$ cat config.mk
export PLATFORM = sky130hd
export DESIGN_NAME = pwm_reg_bank
export DESIGN_NICKNAME = d
export VERILOG_FILES = /design/src/rtl/pwmbank_pkg.sv /design/src/rtl/pwmbank_tick.sv /design/src/rtl/pwmbank_meter.sv /design/src/rtl/pwm_reg_bank.sv
export SDC_FILE = /design/constraint.sdc
export NUM_CORES = 1
export LEC_CHECK = 0
export BUFFER_PORTS_ARGS = -buffer_cell sky130_fd_sc_hd__buf_2
export CORE_ASPECT_RATIO = 0.8
export CORE_MARGIN = 2
export CORE_UTILIZATION = 40
export DETAILED_ROUTE_END_ITERATION = 10
export SLEW_MARGIN = 15
export SYNTH_ARGS = -nofsm -noshare
export SYNTH_HDL_FRONTEND = slang
export SYNTH_SLANG_ARGS = --single-unit
$ cat constraint.sdc
create_clock -name clk -period 3.07 [get_ports clk]
set_input_delay 0.614 -clock clk [delete_from_list [all_inputs] [get_ports clk]]
set_output_delay 0.614 -clock clk [all_outputs]
set_load 0.05 [all_outputs]
$ cat src/rtl/pwmbank_pkg.sv
package pwmbank_pkg;
    typedef enum logic [1:0] {
        ST_LOW     = 2'd0,
        ST_HIGH    = 2'd1,
        ST_HOLD_HI = 2'd2,
        ST_HOLD_LO = 2'd3
    } meas_state_e;
endpackage

$ cat src/rtl/pwmbank_tick.sv
module pwmbank_tick #(
    parameter int CLKS_PER_TICK = 50
) (
    input  logic clk,
    input  logic rst_n,
    output logic tick
);
    localparam int DIV_W = (CLKS_PER_TICK > 1) ? $clog2(CLKS_PER_TICK) : 1;
    localparam logic [DIV_W-1:0] LAST = DIV_W'(CLKS_PER_TICK - 1);

    typedef struct packed {
        logic [DIV_W-1:0] div;
        logic             tick;
    } tick_s;

    tick_s tk_d, tk_q;

    always_comb begin
        tk_d = tk_q;
        if (tk_q.div == LAST) begin
            tk_d.div  = '0;
            tk_d.tick = 1'b1;
        end else begin
            tk_d.div  = tk_q.div + 1'b1;
            tk_d.tick = 1'b0;
        end
    end

    always_ff @(posedge clk or negedge rst_n) begin
        if (!rst_n) tk_q <= '0;
        else        tk_q <= tk_d;
    end

    assign tick = tk_q.tick;

    generate
        if (CLKS_PER_TICK > 1) begin : g_spacing
            assert_tick_spacing_R9: assert property (@(posedge clk) disable iff (!rst_n)
                tick |=> !tick);
        end
    endgenerate
endmodule

$ cat src/rtl/pwmbank_meter.sv
module pwmbank_meter
    import pwmbank_pkg::*;
#(
    parameter int VAL_W       = 16,
    parameter int GUARD_TICKS = 2600
) (
    input  logic             clk,
    input  logic             rst_n,
    input  logic             tick,
    input  logic             pwm_pin,
    output logic             rdy,
    output logic [VAL_W-1:0] val
);
    localparam int CNT_W = VAL_W - 1;
    localparam logic [CNT_W-1:0] GUARD_C = CNT_W'(GUARD_TICKS);

    typedef struct packed {
        logic             sync1;
        logic             sync2;
        logic             prev;
        meas_state_e      state;
        logic [CNT_W-1:0] cnt;
        logic             rdy;
        logic [VAL_W-1:0] val;
    } meter_s;

    meter_s mt_d, mt_q;
    logic rise, fall;
    logic [CNT_W-1:0] nxt;

    always_comb begin
        mt_d       = mt_q;
        mt_d.sync1 = pwm_pin;
        mt_d.sync2 = mt_q.sync1;
        mt_d.prev  = mt_q.sync2;
        mt_d.rdy   = 1'b0;
        rise = mt_q.sync2 & ~mt_q.prev;
        fall = ~mt_q.sync2 & mt_q.prev;
        nxt  = mt_q.cnt + CNT_W'(tick);
        case (mt_q.state)
            ST_LOW: begin
                if (rise) begin
                    mt_d.state = ST_HIGH;
                    mt_d.cnt   = '0;
                end else if (nxt > GUARD_C) begin
                    mt_d.rdy   = 1'b1;
                    mt_d.val   = {1'b1, {CNT_W{1'b0}}};
                    mt_d.state = ST_HOLD_LO;
                    mt_d.cnt   = '0;
                end else begin
                    mt_d.cnt = nxt;
                end
            end
            ST_HIGH: begin
                if (nxt > GUARD_C) begin
                    mt_d.rdy   = 1'b1;
                    mt_d.val   = {1'b1, GUARD_C};
                    mt_d.state = fall ? ST_LOW : ST_HOLD_HI;
                    mt_d.cnt   = '0;
                end else if (fall) begin
                    mt_d.rdy   = 1'b1;
                    mt_d.val   = {1'b0, nxt};
                    mt_d.state = ST_LOW;
                    mt_d.cnt   = '0;
                end else begin
                    mt_d.cnt = nxt;
                end
            end
            ST_HOLD_HI: begin
                if (fall) begin
                    mt_d.state = ST_LOW;
                    mt_d.cnt   = '0;
                end
            end
            default: begin
                if (rise) begin
                    mt_d.state = ST_HIGH;
                    mt_d.cnt   = '0;
                end
            end
        endcase
    end

    always_ff @(posedge clk or negedge rst_n) begin
        if (!rst_n) mt_q <= '{state: ST_LOW, default: '0};
        else        mt_q <= mt_d;
    end

    assign rdy = mt_q.rdy;
    assign val = mt_q.val;

    assert_err_field_R5: assert property (@(posedge clk) disable iff (!rst_n)
        (rdy && val[VAL_W-1]) |-> (val[CNT_W-1:0] == GUARD_C || val[CNT_W-1:0] == '0));
    assert_good_range_R4: assert property (@(posedge clk) disable iff (!rst_n)
        (rdy && !val[VAL_W-1]) |-> (val[CNT_W-1:0] <= GUARD_C));
    assert_single_report_R5: assert property (@(posedge clk) disable iff (!rst_n)
        rdy |=> !rdy);
endmodule

$ cat src/rtl/pwm_reg_bank.sv
module pwm_reg_bank #(
    parameter int NUM_CH        = 6,
    parameter int ADDR_W        = 3,
    parameter int DATA_W        = 32,
    parameter int VAL_W         = 16,
    parameter int CLKS_PER_TICK = 50,
    parameter int GUARD_TICKS   = 2600
) (
    input  logic              clk,
    input  logic              rst_n,
    input  logic [NUM_CH-1:0] pwm_in,
    input  logic [ADDR_W-1:0] rd_addr,
    input  logic              rd_en,
    output logic [DATA_W-1:0] rd_data,
    output logic              rd_valid
);
    typedef struct packed {
        logic [NUM_CH-1:0][VAL_W-1:0] regs;
        logic                         rvalid;
        logic [DATA_W-1:0]            rdata;
    } bank_s;

    bank_s bk_d, bk_q;
    logic              tick;
    logic [NUM_CH-1:0] ch_rdy;
    logic [VAL_W-1:0]  ch_val [NUM_CH];

    pwmbank_tick #(.CLKS_PER_TICK(CLKS_PER_TICK)) i_tick (
        .clk  (clk),
        .rst_n(rst_n),
        .tick (tick)
    );

    generate
        for (genvar c = 0; c < NUM_CH; c++) begin : g_ch
            pwmbank_meter #(.VAL_W(VAL_W), .GUARD_TICKS(GUARD_TICKS)) i_meter (
                .clk    (clk),
                .rst_n  (rst_n),
                .tick   (tick),
                .pwm_pin(pwm_in[c]),
                .rdy    (ch_rdy[c]),
                .val    (ch_val[c])
            );
        end
    endgenerate

    always_comb begin
        bk_d = bk_q;
        for (int c = 0; c < NUM_CH; c++) begin
            if (ch_rdy[c]) bk_d.regs[c] = ch_val[c];
        end
        bk_d.rvalid = rd_en;
        bk_d.rdata  = '0;
        if (rd_en && (32'(rd_addr) < NUM_CH)) begin
            bk_d.rdata = DATA_W'(bk_q.regs[rd_addr]);
        end
    end

    always_ff @(posedge clk or negedge rst_n) begin
        if (!rst_n) bk_q <= '0;
        else        bk_q <= bk_d;
    end

    assign rd_data  = bk_q.rdata;
    assign rd_valid = bk_q.rvalid;

    assert_reset_quiet_R1: assert property (@(posedge clk)
        !rst_n |=> (!rd_valid && rd_data == '0));
    assert_valid_follows_R2: assert property (@(posedge clk) disable iff (!rst_n)
        rd_en |=> rd_valid);
    assert_no_spurious_R2: assert property (@(posedge clk) disable iff (!rst_n)
        !rd_en |=> !rd_valid);
    assert_hole_zero_R3: assert property (@(posedge clk) disable iff (!rst_n)
        (rd_en && (32'(rd_addr) >= NUM_CH)) |=> (rd_data == '0));
    assert_zero_ext_R7: assert property (@(posedge clk) disable iff (!rst_n)
        rd_valid |-> (rd_data[DATA_W-1:VAL_W] == '0));
endmodule

==> results.toml, run 1 <==
[synthesis]
ys.flop_type = "dfrtp_1"
synth-edff-count = 0
yosysSeqAreaShare_pct = 49.3
synth_area_leader_cell = "dfrtp_1"
synthTopCellsByArea = "dfrtp_1, mux2_2, ha_1"
synthesis.area_sq_um = 17300
ys_types = 83
ys_async_sr_fraction_pct = 100
synthCells = 1618
synth_top_area_share_pct = 49.3
ys_ff_latch = 342
syn_avg_cell_area_sq_um = 10.7
synth_warnings = 0

[power_and_ir_drop]
p_leak_nw = 9.28
ir_drop_mv = 0.359
power.density_nw_per_um2 = 567

[global_routing]
grt-ovfl-total = 0
grt_pass1_vias = 11900
antenna_found_initial = 0
groute.usage.overall_pct = 17.4
grt_max_degree = 70
grt_pass1_wl_um = 63600

[route]
avgViaCountPerCell = 5.29
vias = 12000
firstDrtPassIters = 5
drt-initial-drc-count = 786
ant_nets = 0
routedWlPerCell_um = 17.0
drc = 0
wirelength_um = 38600

[finish]
finalNonFillerCells = 2268
nets = 1732
syn_to_final_growth_pct = 16.4
diodes = 0
stdcell_area_sq_um = 20200
drive_above_1_share_pct = 26.3

[sta]
worst_pin_slew_ns = 0.914
hold_viol = 0
finalSetupViolations = 0
fmax_mhz = 332
slew_violations = 0
tns_ns = 0
fin_worst_skew_ns = 0.0203
layout_min_cycle_time_ns = 3.02
rsz0062_at_grt = "true"
finalCritPeriodShare_pct = 98.2
slew-limit-headroom_pct = 39.1

[critical_path]
path_class = "register to register"
r2r_slack_ns = 0.05
r2r-end = "g_ch[1].i_meter.mt_q[26]"
r2r_start = "i_tick.tick"
ff2ff_path_depth = 10
cp_data_arrival_time_ns = 3.48
end_kind = "register"
required_ns = 3.53
startpoint_type = "register"
cp_max_fo = 7

[clock_network]
cts_root_buffer = "clkbuf_16"
numCtsBuffers = 38
cts_tree = "done"
clkSinkCount = 342
cts.clk_slew.worst_paths_ns = 0.06
cts_buffer_depth = 3
cts_max_level = 2
cts_hold_buffers = 0
worstSkewPairLatency_ns = 0.54

[floorplan]
design.portCount = 45
die_w_um = 237
fp.dieArea_sq_um = 45100
start_util_pct = 40.4
dieHeight_um = 190
rows = 68
core_sq_um = 43000

[placed_design]
io_buffers = 28
placed_area_sq_um = 18400
dp.cells = 2186
place.gp.congestion = 0.917
dp.final_hpwl_um = 26700

[status]
status = "finished clean"

[run]
max-cap-violations = 0

[worst_hold_path]
hp-class = "input port to async pin"
-- worst max-delay path: stages, from the launching register on --
cell      delay, ns
dfrtp_2        0.49
buf_6          0.17
ha_4           0.16
nand2_2        0.08
nor3_2         0.05
a2111o_1       0.37
a221o_1        0.40
a21o_1         0.21
or4_4          0.56
or3_4          0.39
o211ai_2       0.06
-- per-stage QoR --
stage          total power [mW]  setup WS (ns)  utilization (%)  hold slack (ns)
5_1_grt                    12.0        -0.0578             47.0            0.100
3_5_place_dp               6.71        -0.0271             42.8            0.337
6_report                   11.4         0.0539             47.0           0.0610
3_3_place_gp               6.68         0.0295             42.8            0.334
4_1_cts                    11.5       0.000482             46.0           0.0798
2_1_floorplan              6.14        0.00318                -            0.318
-- synth_stat cells, types with 19 or more instances --
| cell | instances |
|---|---|
| nor2_1 | 93 |
| nor2b_1 | 19 |
| inv_1 | 72 |
| a21oi_1 | 58 |
| ha_1 | 40 |
| o21ai_0 | 80 |
| mux2_2 | 156 |
| nor3_1 | 20 |
| o22ai_1 | 24 |
| clkbuf_1 | 56 |
| mux2i_1 | 34 |
| nand2b_1 | 19 |
| xor2_1 | 26 |
| buf_2 | 19 |
| dfrtp_1 | 342 |
| nand2_1 | 124 |
| xnor2_1 | 33 |
| buf_4 | 36 |
| nand4_1 | 29 |
| and2_1 | 58 |
| a31oi_1 | 24 |
| a21o_1 | 19 |
| nand3_1 | 39 |
-- timing repair --
action | CTS | global route
cloned | 0 | 3
buffers inserted | 2 | 9
pin swaps | 5 | 19
endpoints found under the setup margin | 37 | 119
resized for setup | 13 | 68
hold endpoints to repair | 0 | 0
-- routing by layer --
metal	part of all wire (%)	up-vias	GRT usage [%]
li1	-	5792	-
met1	53	5986	26.8
met2	43	170	25.6
met3	3.2	44	2.56
met4	1.4	0	3.97
met5	0	-	0
-- placed cells by master, fill, tap and decap left out, types with 32 or more instances in the layout --
cell type / instances
inv_1: 72
nor2_1: 90
mux2i_1: 34
mux2_2: 156
xnor2_1: 32
a21oi_1: 58
dfrtp_1: 341
clkbuf_16: 41
and2_1: 59
o21ai_0: 78
buf_4: 86
nand2_1: 122
nand3_1: 34
-- cells by family after synthesis --
group	count (synthesis)	synth area share (%)
multiplexers	206	14.2
flip-flops	342	49.3
adder cells (fa/ha/maj)	40	2.89
AND/OR/NAND/NOR	475	14.0
buffers and inverters	197	5.44
AO/OA/AOI/OAI	298	11.1
other	1	0.0216
XOR/XNOR	59	2.98
-- how the worst max path moves through the flow --
stage,end,from,depth (start not counted)
2_1_floorplan,g_ch[3].i_meter.val[10],i_tick.tick,11
3_3_place_gp,g_ch[0].i_meter.val[2],i_tick.tick,11
3_5_place_dp,g_ch[1].i_meter.mt_q[26],i_tick.tick,10
4_1_cts,g_ch[1].i_meter.mt_q[26],i_tick.tick,10
5_1_grt,g_ch[1].i_meter.mt_q[26],i_tick.tick,12
6_report,g_ch[1].i_meter.mt_q[26],i_tick.tick,10
-- flip-flops by register name, indices dropped and copies added (netlist names) --
register / count
i_tick.tick: 1
i_tick.tk_q: 6
g_ch.i_meter.mt_q: 108
g_ch.i_meter.val: 96
bk_q: 96
rd_data: 16
rd_valid: 1
g_ch.i_meter.rdy: 6
g_ch.i_meter.mt_d: 12
-- power by group --
group	internal, mW	leakage [nW]	switching (mW)	total [mW]
clock network	2.83	0.622	1.91	4.74
registers	4.57	4.71	0.127	4.70
logic	0.715	3.95	1.29	2.00
-- cell type report --
class | instances | area [sq um]
Fill cell | 3869 | 22800
Sequential cell | 342 | 8560
Multi-Input combinational cell | 1094 | 8260
Timing Repair Buffer | 132 | 1110
Clock buffer | 51 | 1080
Tap cell | 560 | 701
Inverter | 72 | 270
Clock inverter | 17 | 216
(Power assumes the default switching activity.)
==> inputs of run 2 (changes only) <==
Clock period 3.07 ns to 2.82 ns, I/O delays scaled along.
==> run 2 against run 1 <==
Register-to-register slack worse by 0.37 ns. The run now ends with setup timing left. Via count up 4.4%. Die area unchanged. Largest cell class is now multi-input gates. Core utilization up 3.7 points. Highest routed layer is now met5. Sequential power up 8.9%. Worst setup slack worse by 0.37 ns. Critical endpoint unchanged. Hold slack worse by 0.045 ns.
==> results.toml, run 2 (synthesized netlist as in run 1, its figures left out) <==
[floorplan]
core_sq_um = 43000
start_util_pct = 40.4
rows = 68
die_w_um = 237
design.portCount = 45
dieHeight_um = 190
fp.dieArea_sq_um = 45100

[finish]
syn_to_final_growth_pct = 25.6
fillerInstances = 3699
mostFrequentLayoutCells = "dfrtp_1, buf_4, nand2_1, mux2_2, nor2_1"
nets = 1830
drive_above_1_share_pct = 34.2
reg_top3 = "g_ch.i_meter.mt_q x108, bk_q x96, g_ch.i_meter.val x96"
top_register = "g_ch.i_meter.mt_q"
utilization_pct = 50.7
final_common_cell = "dfrtp_1"
finalNonFillerCells = 2366
largest_reg_flops = 108
stdcell_area_sq_um = 21800
diodes = 0

[route]
drc = 0
drt-initial-drc-count = 850
routedWlPerCell_um = 17.3
avgViaCountPerCell = 5.29
wirelength_um = 41000
ant_nets = 0
vias = 12500
firstDrtPassIters = 5

[critical_path]
cp_max_fo = 4
crit_path_max_incr_delay_ns = 0.58
end_kind = "register"
required_ns = 3.27
path_cells = "buf_8 -> buf_6 -> ha_4 -> and2_4 -> a311oi_2 -> o2111ai_1 -> a221o_1 -> a21o_1 -> or4_4 -> or3_4 -> o211ai_2"
crit_slowest_cell = "or4_4"
cp_data_arrival_time_ns = 3.59
startpoint_type = "register"
path_class = "register to register"

[sta]
finalCritPeriodShare_pct = 111
slew-limit-headroom_pct = 43.6
hold_viol = 0
layout_min_cycle_time_ns = 3.14
rsz0062_at_grt = "true"
fmax_mhz = 319
finalSetupViolations = 138
tns_ns = -23.76
slew_violations = 0
fin_ws_ns = -0.320
fin_worst_skew_ns = 0.0218
whs_ns = 0.0157
worst_pin_slew_ns = 0.846

[global_routing]
grt_pass1_wl_um = 65600
antenna_found_initial = 3
groute.usage.overall_pct = 18.0
grt-ovfl-total = 0
grt_max_degree = 68
grt_pass1_vias = 12000

[clock_network]
cts_tree = "done"
cts_hold_buffers = 0
worstSkewPairLatency_ns = 0.54
cts_root_buffer = "clkbuf_16"
cts_max_level = 2
clkSinkCount = 342
numCtsBuffers = 36
cts_buffer_depth = 3
cts.clk_slew.worst_paths_ns = 0.06

[power_and_ir_drop]
power.density_nw_per_um2 = 585
p_total_mw = 12.7
ir_drop_mv = 0.558
p_leak_nw = 10.0

[run]
max-cap-violations = 0

[status]
violations = "setup timing"
status = "finished with violations"

[placed_design]
io_buffers = 28
dp.final_hpwl_um = 27800
placed_area_sq_um = 19100
post-place-ws_ns = -0.413
place.gp.congestion = 0.834
dp.cells = 2258

[worst_hold_path]
hp-class = "input port to async pin"
## run 2: cell count changes in the layout (fill, tap and decap cells not counted), sizes merged
cell,change
buf,+95
clkinv,+4
clkbuf,+1
clkinvlp,-3
o21a,+1
or2,+2
bufinv,-2
## run 2: power by group
part	switching, mW	total [mW]	internal, mW
clock	2.01	4.80	2.80
combinational	1.67	2.82	1.15
sequential	0.140	5.12	4.98
total	3.82	12.7	8.93
## run 2: cell type report
type | count | area, sq um | share of cell area, %
flip-flops and latches | 342 | 8560 | 39.3
repair buffers | 229 | 2060 | 9.46
multi-input cells | 1097 | 8980 | 41.2
inverters | 72 | 280 | 1.29
clock inverters | 16 | 150 | 0.689
well taps | 560 | 701 | 3.22
clock buffers | 50 | 1040 | 4.80
## run 2: path summary, 6_finish.rpt
check | from | to | slack (ns) | depth (start not counted)
setup / recovery | i_tick.tick | g_ch[1].i_meter.mt_q[26] | -0.32 | 11
hold / removal | rst_n | g_ch[1].i_meter.mt_q[22] | 0.02 | 1
setup reg to reg | i_tick.tick | g_ch[1].i_meter.mt_q[26] | -0.32 | 11
hold reg to reg | g_ch[3].i_meter.mt_d[35] | g_ch[3].i_meter.mt_d[34] | 0.35 | 0
max in group asynchronous | rst_n | g_ch[3].i_meter.mt_q[30] | 2.06 | 2
min in group clk | pwm_in[5] | g_ch[5].i_meter.mt_d[35] | 0.13 | 1
## run 2: metal layers
layer	global-route usage, %	part of all wire (%)	up-vias
li1	-	-	6013
met1	27.3	49	6240
met2	26.7	45	206
met3	3.29	4.5	59
met4	4.11	1.7	2
met5	0	0.020	-
## run 2: critical path: cells and delay by family, from the launching register on
kind,cells,cell delay [ns]
AOI/OAI and AO/OA,5,0.97
adders and majority gates,1,0.15
buffers and inverters,2,0.27
DFF,1,0.50
and+or+nand+nor,3,1.13
## run 2: timing repair
item                                    4_1_cts  5_1_grt
gates resized for setup                     116      173
endpoints found under the setup margin      149      167
buffers inserted                             21       15
gates cloned                                  8        1
endpoints found under the hold margin         0        0
pin swaps                                    21       56
==> inputs of run 3 (changes only) <==
Settings changed: CORE_ASPECT_RATIO 0.8 to 2.
==> run 3 against run 2 <==
The flow still finishes with violations (setup timing). Largest power group unchanged. Largest cell class unchanged. Critical path depth rose by 1. Clock power is 1% lower. Highest routed layer unchanged. Die area rose by 0.20%. First-iteration DRC count is 20% lower.
==> results.toml, run 3 (synthesized netlist as in run 1, its figures left out) <==
[clock_network]
numCtsBuffers = 35
cts_root_buffer = "clkbuf_16"
cts_max_level = 2
worstSkewPairLatency_ns = 0.53
cts_buffer_depth = 3
clkSinkCount = 342
cts.clk_slew.worst_paths_ns = 0.06
cts_tree = "done"

[placed_design]
io_buffers = 28
dp.final_hpwl_um = 27200
place.gp.congestion = 0.873
dp.cells = 2262

[finish]
nets = 1837
drive_above_1_share_pct = 34.9
finalNonFillerCells = 2358
top_register = "g_ch.i_meter.mt_q"
reg_top3 = "g_ch.i_meter.mt_q x108, bk_q x96, g_ch.i_meter.val x96"
diodes = 0
largest_reg_flops = 108
final_common_cell = "dfrtp_1"
syn_to_final_growth_pct = 25.6
mostFrequentLayoutCells = "dfrtp_1, buf_4, nand2_1, mux2_2, nor2_1"

[power_and_ir_drop]
swShare_pct = 29.8
p_leak_nw = 10.1
ir_drop_mv = 0.509
pwr-share-seq_pct = 40.0
p_sw_mw = 3.81
clockPowerShare_pct = 37.1
power.density_nw_per_um2 = 587
p_total_mw = 12.8
combPwrFrac_pct = 22.9
internal_power_mw = 8.97

[route]
m1WireLength_um = 18500
ant_nets = 0
drc = 0
drt-initial-drc-count = 680
wl_met2_um = 19300
wirelength_um = 40000
highest_layer = "met5"
firstDrtPassIters = 5
avgViaCountPerCell = 5.26
route.met3.wl_um = 1250
routedWlPerCell_um = 17.0
vias = 12400

[floorplan]
start_util_pct = 40.2
fp.dieArea_sq_um = 45100
rows = 108
design.portCount = 45
dieHeight_um = 299
core_sq_um = 43100
die_w_um = 151

[status]
status = "finished with violations"
violations = "setup timing"

[critical_path]
required_ns = 3.27
startpoint_type = "register"
r2r-end = "g_ch[1].i_meter.mt_q[26]"
crit_path_max_incr_delay_ns = 0.59
cp_data_arrival_time_ns = 3.47
path_cells = "buf_12 -> buf_12 -> ha_4 -> buf_4 -> or3_1 -> a21oi_2 -> o41a_1 -> o22ai_2 -> a21o_1 -> or4_4 -> or3_1 -> o211ai_2"
path_class = "register to register"
cp_max_fo = 5
end_kind = "register"
r2r_slack_ns = -0.20
crit_slowest_cell = "or4_4"
r2r_start = "i_tick.tick"
ff2ff_path_depth = 12

[global_routing]
grt_pass1_wl_um = 65300
groute.usage.overall_pct = 17.8
antenna_found_initial = 1
grt_max_degree = 70
grt-ovfl-total = 0
grt_pass1_vias = 12500

[sta]
finalSetupViolations = 129
hold_viol = 0
slew-limit-headroom_pct = 49.1
tns_ns = -14.24
worst_pin_slew_ns = 0.764
fmax_mhz = 331
layout_min_cycle_time_ns = 3.02
rsz0062_at_grt = "true"
finalCritPeriodShare_pct = 107
slew_violations = 0
fin_ws_ns = -0.197
fin_worst_skew_ns = 0.0267

[run]
max-cap-violations = 0

[worst_hold_path]
hp-class = "input port to async pin"
==> run 3: routing by layer <==
metal | vias up | global-route usage (%)
met3 | 58 | 2.46
met1 | 6185 | 25.0
li1 | 5991 | -
met5 | - | 0
met2 | 167 | 28.8
met4 | 2 | 4.96
==> run 3: worst max-delay path: cells and delay by family (launching register included) <==
family,cells,cell delay (ns)
AOI/OAI and AO/OA,5,0.69
adders and majority gates,1,0.16
buffers and inverters,3,0.40
DFF,1,0.43
and+or+nand+nor,3,1.26
==> run 3: worst max path at each step <==
stage	cells past startpoint	startpoint	endpoint	slack, ns
floorplan	12	i_tick.tick	g_ch[1].i_meter.mt_q[26]	-0.20
global placement	11	i_tick.tick	g_ch[5].i_meter.val[8]	-0.23
detailed placement	11	i_tick.tick	g_ch[5].i_meter.val[9]	-0.27
CTS	12	i_tick.tick	g_ch[1].i_meter.mt_q[26]	-0.17
global route	13	i_tick.tick	g_ch[2].i_meter.mt_q[27]	-0.34
finish	12	i_tick.tick	g_ch[1].i_meter.mt_q[26]	-0.20
==> run 3: through the flow <==
step | area (sq um) | setup slack, ns | hold slack [ns] | utilization, %
after floorplan | 17600 | -0.204 | 0.268 | -
after global placement | 19200 | -0.230 | 0.335 | 44.6
after detailed placement | 19200 | -0.275 | 0.341 | 44.6
after CTS | 21300 | -0.166 | 0.0271 | 49.3
after global routing | 21800 | -0.339 | 0.0471 | 50.5
final | 21800 | -0.197 | 0.0114 | 50.5
==> run 3: area by class of cell <==
cell class | instances | area [sq um]
fillers | 3733 | 21300
multi-input cells | 1095 | 8990
flip-flops and latches | 342 | 8560
repair buffers | 239 | 2120
clock buffers | 46 | 987
well taps | 550 | 688
inverters | 72 | 279
clock inverters | 14 | 169
==> run 3: what timing repair did <==
item | 4_1_cts | 5_1_grt
endpoints found under the setup margin | 146 | 161
pin swaps | 32 | 49
hold buffers | 0 | 0
cloned | 5 | 5
hold endpoints to repair | 0 | 0
resized for setup | 148 | 134
buffers inserted | 21 | 13
==> run 3: power by group through the flow <==
stage / Combinational (mW) / Clock (mW) / Sequential, mW
after detailed placement: 2.28 / 0 / 5.21
after floorplan: 1.61 / 0 / 5.12
after global placement: 2.24 / 0 / 5.21
after CTS: 2.50 / 4.85 / 5.12
after global routing: 3.19 / 5.05 / 5.13
final: 2.93 / 4.73 / 5.12
